--- config.mk ---
export PLATFORM = sky130hd
export DESIGN_NAME = tlb_lookup
export DESIGN_NICKNAME = d
export VERILOG_FILES = /design/src/rtl/tlb_lookup.sv
export SDC_FILE = /design/constraint.sdc
export NUM_CORES = 1
export LEC_CHECK = 0
export ABC_CLOCK_PERIOD_IN_PS = 7100
export BUFFER_PORTS_ARGS = -buffer_cell sky130_fd_sc_hd__buf_2
export CAP_MARGIN = 5
export CORE_AREA = 2 2 269 271
export CTS_BUF_LIST = sky130_fd_sc_hd__clkbuf_8
export DETAILED_ROUTE_END_ITERATION = 7
export DIE_AREA = 0 0 271 273
export PLACE_DENSITY_LB_ADDON = 0.05
export SKIP_CTS_REPAIR_TIMING = 1
export SLEW_MARGIN = 20
export SYNTH_ARGS = -nofsm -noshare
export SYNTH_HDL_FRONTEND = slang
export SYNTH_SLANG_ARGS = --single-unit
export TNS_END_PERCENT = 10
--- constraint.sdc ---
create_clock -name clk -period 7.1 [get_ports clk]
set_input_delay 0.355 -clock clk [delete_from_list [all_inputs] [get_ports clk]]
set_output_delay 0.355 -clock clk [all_outputs]
set_load 0.05 [all_outputs]
--- src/rtl/tlb_lookup.sv ---
module tlb_lookup #(
  parameter int ENTRIES       = 8,
  parameter int MIN_SIZE_CODE = 1,
  parameter int ZONE_MAX      = 11,
  parameter bit ZONES_ON      = 1'b1,
  localparam int IDX_W        = (ENTRIES > 1) ? $clog2(ENTRIES) : 1
) (
  input  logic                 clk,
  input  logic                 rst_n,
  input  logic                 lookup_valid,
  input  logic [31:0]          vaddr,
  input  logic [1:0]           access,
  input  logic                 user_mode,
  input  logic [7:0]           pid,
  input  logic [31:0]          zone_prot,
  input  logic [ENTRIES*32-1:0] tag_words,
  input  logic [ENTRIES*32-1:0] data_words,
  input  logic [ENTRIES*8-1:0]  tid_bytes,
  output logic                 rsp_valid,
  output logic                 hit,
  output logic                 miss_xlate,
  output logic                 miss_prot,
  output logic [IDX_W-1:0]     hit_idx,
  output logic [31:0]          paddr,
  output logic                 perm_r,
  output logic                 perm_w,
  output logic                 perm_x
);

  localparam logic [2:0] MIN_CODE = 3'(MIN_SIZE_CODE);
  localparam logic [3:0] ZMAX     = 4'(ZONE_MAX);

  function automatic logic [31:0] size_mask(input logic [2:0] code);
    return 32'hFFFF_FFFF << (6'd10 + {2'b00, code, 1'b0});
  endfunction

  logic [ENTRIES-1:0] match;
  logic [31:0]        ent_data [ENTRIES];
  logic [31:0]        ent_mask [ENTRIES];

  for (genvar i = 0; i < ENTRIES; i++) begin : g_ent
    logic [31:0] t;
    logic [7:0]  tid;
    logic        unused_tag_lo;
    assign t             = tag_words[i*32 +: 32];
    assign tid           = tid_bytes[i*8 +: 8];
    assign ent_data[i]   = data_words[i*32 +: 32];
    assign ent_mask[i]   = size_mask(t[9:7]);
    assign unused_tag_lo = ^t[5:0];
    assign match[i] = t[6] && (t[9:7] >= MIN_CODE)
                   && (((vaddr ^ {t[31:10], 10'b0}) & ent_mask[i]) == 32'b0)
                   && ((tid == 8'h00) || (tid == pid));
  end

  logic             found;
  logic [IDX_W-1:0] sel;
  always_comb begin
    found = 1'b0;
    sel   = '0;
    for (int i = ENTRIES - 1; i >= 0; i--) begin
      if (match[i]) begin
        found = 1'b1;
        sel   = IDX_W'(i);
      end
    end
  end

  logic [31:0] d, m, zsh;
  logic [3:0]  zsel;
  logic [1:0]  zcode;
  logic [2:0]  ent_rwx, rwx;
  logic        allowed;
  logic        unused_data_lo;

  assign d              = ent_data[sel];
  assign m              = ent_mask[sel];
  assign unused_data_lo = ^d[3:0];
  assign zsel           = d[7:4];
  assign zsh            = zone_prot >> (5'd30 - {zsel, 1'b0});
  assign zcode          = (!ZONES_ON || zsel > ZMAX) ? 2'b01 : zsh[1:0];
  assign ent_rwx        = {1'b1, d[8], d[9]};

  always_comb begin
    unique case (zcode)
      2'b00:   rwx = user_mode ? 3'b000 : ent_rwx;
      2'b01:   rwx = ent_rwx;
      2'b10:   rwx = user_mode ? ent_rwx : 3'b111;
      default: rwx = 3'b111;
    endcase
  end

  assign allowed = access[1] ? rwx[0] : (access[0] ? rwx[1] : rwx[2]);

  always_ff @(posedge clk) begin
    if (!rst_n) begin
      rsp_valid  <= 1'b0;
      hit        <= 1'b0;
      miss_xlate <= 1'b0;
      miss_prot  <= 1'b0;
      hit_idx    <= '0;
      paddr      <= '0;
      {perm_r, perm_w, perm_x} <= 3'b000;
    end else begin
      rsp_valid <= lookup_valid;
      if (lookup_valid) begin
        hit        <= found && allowed;
        miss_xlate <= !found;
        miss_prot  <= found && !allowed;
        hit_idx    <= found ? sel : '0;
        paddr      <= found ? ((d & m) | (vaddr & ~m)) : 32'b0;
        {perm_r, perm_w, perm_x} <= found ? rwx : 3'b000;
      end
    end
  end


  rsp_follows_chk: assert property (@(posedge clk) disable iff (!rst_n)
    lookup_valid |=> rsp_valid);


  one_outcome_chk: assert property (@(posedge clk) disable iff (!rst_n)
    rsp_valid |-> $countones({hit, miss_xlate, miss_prot}) == 1);


  miss_clear_chk: assert property (@(posedge clk) disable iff (!rst_n)
    (rsp_valid && miss_xlate) |-> ({perm_r, perm_w, perm_x} == 3'b000 && paddr == 32'b0));


  offset_pass_chk: assert property (@(posedge clk) disable iff (!rst_n)
    lookup_valid |=> (miss_xlate || paddr[9:0] == $past(vaddr[9:0])));


  read_grant_chk: assert property (@(posedge clk) disable iff (!rst_n)
    (lookup_valid && access == 2'b00) |=> (hit == perm_r));


  hold_chk: assert property (@(posedge clk) disable iff (!rst_n)
    (!lookup_valid && !$past(!rst_n)) |=> $stable(paddr));

endmodule

==> results of run 1 <==
[stage by stage]
stage | hold WS, ns | cells | setup slack, ns | power, mW
after floorplan | 0.489 | 1533 | 1.77 | 0.651
after global placement | 0.471 | 3079 | 0.585 | 1.06
after detailed placement | 0.476 | 3079 | 0.568 | 1.07
after CTS | 0.417 | 3087 | 0.873 | 1.32
after global routing | 0.470 | 3091 | 0.352 | 1.39
final | 0.433 | 3093 | 0.830 | 1.29
[worst max-delay path, cell delays in order]
cell and delay, ns:
buf_2 0.14, ha_1 0.18, inv_1 0.05, ha_1 0.42, inv_1 0.19, a211oi_1 0.08, a2111oi_0 0.55, nand2_1 0.17
or4_4 0.62, o21a_4 0.17, o221ai_4 0.24, buf_4 0.64, nand3_1 0.30, nand3_1 0.18, a21oi_1 0.08, o21ai_0 0.30
o211ai_1 0.18, ha_1 0.25, nor2b_1 0.14, a221o_1 0.27, a2111oi_0 0.48, o22a_1 0.35, o21ai_0 0.12
[registers in the layout (all words and copies together) (netlist names)]
register    count
perm_r          1
paddr          32
hit             1
perm_x          1
miss_prot       1
rsp_valid       1
perm_w          1
hit_idx         3
miss_xlate      1
[cell type report]
class                           instances  share of cell area, %
Clock buffer                            5                  0.423
Multi-Input combinational cell       1308                   62.3
Inverter                               87                   2.01
Timing Repair Buffer                  693                   22.3
Tap cell                              950                   7.31
Sequential cell                        42                   5.17
Clock inverter                          3                  0.423
Antenna cell                            5                 0.0769
[synthesized netlist by cell type (6+ instances only)]
library cell / count / area (um^2)
o211ai_1: 19 / 143
buf_2: 28 / 140
nand4_1: 34 / 213
nor2b_1: 14 / 87.6
o21a_1: 6 / 45.0
buf_4: 9 / 67.6
a211o_1: 6 / 52.6
a21oi_1: 53 / 265
a21o_1: 12 / 90.1
o21ai_0: 67 / 335
nor3_1: 15 / 75.1
a21boi_0: 6 / 45.0
a22oi_1: 8 / 60.1
mux2i_1: 294 / 2940
nand2b_1: 10 / 62.6
xnor2_1: 128 / 1120
and2_1: 42 / 263
nor4_1: 37 / 231
nand2_1: 84 / 315
mux2_2: 37 / 417
inv_1: 87 / 327
o2111ai_1: 7 / 61.3
ha_1: 44 / 551
nand3_1: 35 / 175
xor2_1: 112 / 981
clkbuf_1: 53 / 199
dfxtp_1: 42 / 841
or4_1: 7 / 52.6
a211oi_1: 23 / 173
o22ai_1: 37 / 231
nor2_1: 85 / 319
[final timing paths]
path | start | endpoint | slack [ns] | depth (start not counted)
worst max register to register | miss_prot$_SDFFE_PN0P_ | miss_prot$_SDFFE_PN0P_ | 6.34 | 2
worst max-delay path | tag_words[167] | hit$_SDFFE_PN0P_ | 0.83 | 23
worst min-delay path | vaddr[7] | paddr[7]$_SDFFE_PN0P_ | 0.43 | 4
worst min register to register | hit_idx[1]$_SDFFE_PN0P_ | hit_idx[1]$_SDFFE_PN0P_ | 0.49 | 2
[power by group through the flow]
stage / combinational, mW / sequential, mW / clock, mW
global route: 0.890 / 0.237 / 0.263
CTS: 0.828 / 0.236 / 0.253
finish: 0.815 / 0.236 / 0.243
global placement: 0.822 / 0.242 / 0
floorplan: 0.407 / 0.244 / 0
detailed placement: 0.824 / 0.242 / 0
[per-layer routing]
metal,wire length [um],GRT usage [%],share of wire (%)
met1,32100,23.8,40
met4,1220,3.20,1.5
met2,42200,38.8,53
met5,196,0,0.25
met3,3720,3.39,4.7
[placed cells by master, fill, tap and decap left out, types with 10 or more instances in the layout]
cell	n
nor3_1	15
buf_4	53
nand4_1	34
o211ai_1	19
a211oi_1	23
nor4_1	37
mux2i_1	294
nand2_1	84
buf_2	639
ha_1	44
nor2_1	85
dfxtp_1	42
nand3_1	35
o21ai_0	67
inv_1	87
a21oi_1	53
xnor2_1	128
xor2_1	112
o22ai_1	37
nor2b_1	14
a21o_1	12
and2_1	42
mux2_2	37
nand2b_1	10
[logic make-up after synthesis]
logic type,share of synthesized area [%]
AOI/OAI and AO/OA,17.5
xor gates and xnor gates,17.9
adders and majority gates,4.69
buffers and inverters,6.76
DFF,7.16
muxes,28.6
and+or+nand+nor,17.4
==> run summary, run 1 <==
GP Congestion - 0.862
fmax - 159 MHz
All-Layer GR Usage - 20.3%
vias in the first global route - 14.3k
final hold violation count - 0
PwrDens - 79.6 nW/um^2
Row Count - 98
antenna violations before repair - 22
peak supply drop - 74.2 uV
# setup viols final - 0
H-tree levels - 2
Fillers - 8,122
CTS Buffer Depth - 2
via count - 13.9k
combinational share of power - 62.9%
EDFF count, synth - 0
Final nets - 2,835
HPWL Detailed - 68,000 um
Ys Warns - 0
slew margin rel. - 26.2%
Placed Area - 16,100 um^2
WL/cell - 25.7 um
clock share of power - 18.8%
Unique masters post-synth - 79
min Tclk post-route - 6.27 ns
drc violations - 0
I/O pin cnt - 696
Req. time, crit path - 7.30 ns
RSZ-0062 raised after global routing - false
Clk pin slew, worst setup/hold paths - 0.09 ns
Port-buffer cells - 639
post-route cell area - 16,300 um^2
Worst Hold Class - in2reg
CTS Sinks - 42
crit start category - primary input
First-pass DRT Iterations - 7
layout cells sized above 1 - 35.6%
area of the mapped netlist - 11,700 um^2
final wirelength - 79,400 um
Area Growth Syn to Fin - 38.6%
Least-Margin Pin Slew - 1.11 ns
Crit path arrival time - 6.47 ns
clk root buf - clkbuf_8
Register Area - 841 um^2
status - completed
die height - 273 um
First DRT Iteration DRCs - 627
CTS tree - built
Final TNS setup - 0 ns
core area - 71,000 um^2
Worst Path Class, Setup - in2reg
sequential share of power - 18.3%
die outline width - 271 um
Clock Latency Late Sink - 0.31 ns
Worst Clk Skew - 0 ns
Synth Area per Inst - 7.66 um^2
Vias/cell - 4.49
die area - 74,000 um^2
TritonCTS Buffers - 5
leakage - 7.60 nW
Post-synth ARST share - 0%
ANT nets after route - 0
Sw Ratio - 44.3%
grt total ovfl - 0
Crit Path Max Fanout - 42
Slew Viols, Final - 0
register area share after synthesis - 7.16%
largest net degree at the start of global routing - 69
initial core utilization - 16.5%
Main synth FF type - dfxtp_1
synthesized net count - 2,231
max-cap violations - 0
final period utilization - 88.3%
Yosys reg bits - 42
Internal Power - 0.721 mW
combined area of the multi-input logic cells - 10,100 um^2
first-pass GRT wire length - 107,000 um
Critical Path Sink Type - register
fin util - 22.9%
switching power of the nets - 0.574 mW
Post-Synthesis Cells - 1,533
Power figures use the tool's default switching activity.
==> inputs of run 2 (changes only) <==
--- a/config.mk
+++ b/config.mk
@@ -5,13 +5,15 @@
 export SDC_FILE = /design/constraint.sdc
 export NUM_CORES = 1
 export LEC_CHECK = 0
+export ABC_AREA = 1
 export ABC_CLOCK_PERIOD_IN_PS = 7100
 export BUFFER_PORTS_ARGS = -buffer_cell sky130_fd_sc_hd__buf_2
 export CAP_MARGIN = 5
-export CORE_AREA = 2 2 269 271
+export CORE_AREA = 2 2 270 272
 export CTS_BUF_LIST = sky130_fd_sc_hd__clkbuf_8
 export DETAILED_ROUTE_END_ITERATION = 7
-export DIE_AREA = 0 0 271 273
+export DIE_AREA = 0 0 272 274
+export GPL_TIMING_DRIVEN = 0
 export PLACE_DENSITY_LB_ADDON = 0.05
 export SKIP_CTS_REPAIR_TIMING = 1
 export SLEW_MARGIN = 20
==> run summary, run 2 <==
Fillers - 8,571
Yosys reg bits - 42
CTS Sinks - 42
via count - 17.8k
slew margin rel. - 35.5%
Row Count - 99
RSZ-0062 raised after global routing - false
Biggest register - paddr
HPWL Detailed - 84,200 um
most instantiated library cell after synthesis - nand2_1
min Tclk post-route - 5.30 ns
I/O pin cnt - 696
final period utilization - 74.7%
drc violations - 0
leakage - 8.45 nW
H-tree levels - 2
initial core utilization - 17.3%
grt total ovfl - 0
Ys Warns - 0
Req. time, crit path - 7.35 ns
die area - 74,500 um^2
post-synth top area share - 21.2%
die outline width - 272 um
ANT nets after route - 0
Final nets - 3,558
All-Layer GR Usage - 25.3%
clk root buf - clkbuf_8
final worst slack - 1.80 ns
Critical Path Sink Type - register
Worst Path Class, Setup - in2reg
EDFF count, synth - 0
die height - 274 um
top flop regs - paddr x32, hit_idx x3
Least-Margin Pin Slew - 0.957 ns
max reg flops - 32
Synth area leaders - nand2_1, nand3_1, xnor2_1
post-route cell area - 16,900 um^2
final hold violation count - 0
first-pass GRT wire length - 134,000 um
First DRT Iteration DRCs - 1,162
largest net degree at the start of global routing - 13
max-cap violations - 0
Vias/cell - 4.66
Worst Clk Skew - 0 ns
core area - 72,000 um^2
status - completed
final wirelength - 98,500 um
register area share after synthesis - 6.73%
Port-buffer cells - 611
Post-synth ARST share - 0%
TritonCTS Buffers - 5
Main synth FF type - dfxtp_1
Crit Path Max Fanout - 10
synthesized net count - 2,940
Clk pin slew, worst setup/hold paths - 0.08 ns
Area Growth Syn to Fin - 35.1%
Clock Latency Late Sink - 0.31 ns
antenna violations before repair - 10
CTS Buffer Depth - 2
Final TNS setup - 0 ns
WL/cell - 25.7 um
area of the mapped netlist - 12,500 um^2
# setup viols final - 0
CTS tree - built
pre-CTS WS - 1.51 ns
crit start category - primary input
fmax - 189 MHz
top cells by count, synth - nand2_1, nand3_1, inv_1
GP Congestion - 0.935
fin util - 23.4%
layout cells sized above 1 - 28.5%
cell taking the most area after synthesis - nand2_1
Post-Synthesis Cells - 2,242
most common cell after layout, fill and taps aside - nand2_1
PwrDens - 78.9 nW/um^2
Slew Viols, Final - 0
commonest cells after routing, fill and taps aside - nand2_1, buf_2, nand3_1
First-pass DRT Iterations - 6
peak supply drop - 61.0 uV
Crit path arrival time - 5.55 ns
Synth Area per Inst - 5.57 um^2
Placed Area - 16,700 um^2
Unique masters post-synth - 63
Worst Hold Class - in2reg
vias in the first global route - 18.0k
## run 2: cell types whose count changed in the layout (fill, tap and decap cells not counted), sizes merged, moves of 35 or more
cell	delta
and2	-35
nand2	+637
mux2i	-294
mux2	-37
a21oi	+98
nor2	+80
nand3	+259
inv	+115
## run 2: path summary, 6_finish.rpt
| check | startpoint | endpoint | slack, ns | cells past startpoint |
|---|---|---|---|---|
| worst min-delay path | rst_n | paddr[31]$_SDFFE_PN0P_ | 0.29 | 3 |
| worst min register to register | paddr[2]$_SDFFE_PN0P_ | paddr[2]$_SDFFE_PN0P_ | 0.46 | 2 |
| worst max register to register | paddr[30]$_SDFFE_PN0P_ | paddr[30]$_SDFFE_PN0P_ | 6.37 | 4 |
| worst max-delay path | tag_words[7] | miss_prot$_SDFFE_PN0P_ | 1.80 | 26 |
## run 2: metrics by stage
step | hold WS, ns | instances | power, mW
3_5_place_dp | 0.453 | 3812 | 1.14
6_report | 0.290 | 3828 | 1.33
2_1_floorplan | 0.448 | 2242 | 0.710
4_1_cts | 0.266 | 3820 | 1.34
3_3_place_gp | 0.452 | 3812 | 1.14
5_1_grt | 0.306 | 3826 | 1.43
## run 2: final cells by class
cell class | count | area [um^2] | area share [%]
repair buffers | 611 | 3060 | 18.1
clock buffers | 5 | 68.8 | 0.408
multi-input cells | 1884 | 10100 | 59.8
flip-flops and latches | 42 | 841 | 4.98
inverters | 203 | 764 | 4.53
diodes | 8 | 20.0 | 0.119
well taps | 959 | 1200 | 7.11
plain buffers | 113 | 786 | 4.66
clock inverters | 3 | 37.5 | 0.223
## run 2: cells by family after synthesis
family	after synthesis	synth area share (%)
DFF	42	6.73
AOI/OAI and AO/OA	324	16.0
and+or+nand+nor	1322	46.8
adders and majority gates	44	4.41
buffers and inverters	316	12.4
xor gates and xnor gates	194	13.6
## run 2: critical path: stages
cell and delay (ns):
buf_2 0.17, ha_1 0.20, inv_1 0.05, ha_1 0.41, inv_1 0.10, o21ai_0 0.49
nand2_1 0.16, nand3_1 0.12, nor2_1 0.06, nand4_2 0.29, nand2_2 0.16, nor3_4 0.70
inv_2 0.14, buf_2 0.27, o21ai_1 0.46, nor2_1 0.13, nand3_1 0.11, nand2_1 0.11
ha_1 0.25, a21oi_1 0.26, nand3_1 0.16, nand2_1 0.08, nand2_1 0.06, nand2_1 0.07
nand2_1 0.05, a21oi_1 0.11
## run 2: routing by layer
| layer | track usage (%) | vias to the layer above | share of wire [%] |
|---|---|---|---|
| met2 | 48.3 | 565 | 52 |
| li1 | - | 8612 | - |
| met4 | 4.76 | 2 | 1.9 |
| met1 | 30.6 | 8571 | 42 |
| met3 | 2.25 | 75 | 4.0 |
| met5 | 0 | - | 0.010 |
## run 2: power breakdown
| group | internal (mW) | switching [mW] | leakage (nW) | total [mW] |
|---|---|---|---|---|
| Combinational | 0.339 | 0.555 | 8.05 | 0.894 |
| Clock | 0.103 | 0.0976 | 0.0608 | 0.200 |
| Sequential | 0.236 | 0.000275 | 0.339 | 0.236 |
| Total | 0.677 | 0.653 | 8.45 | 1.33 |
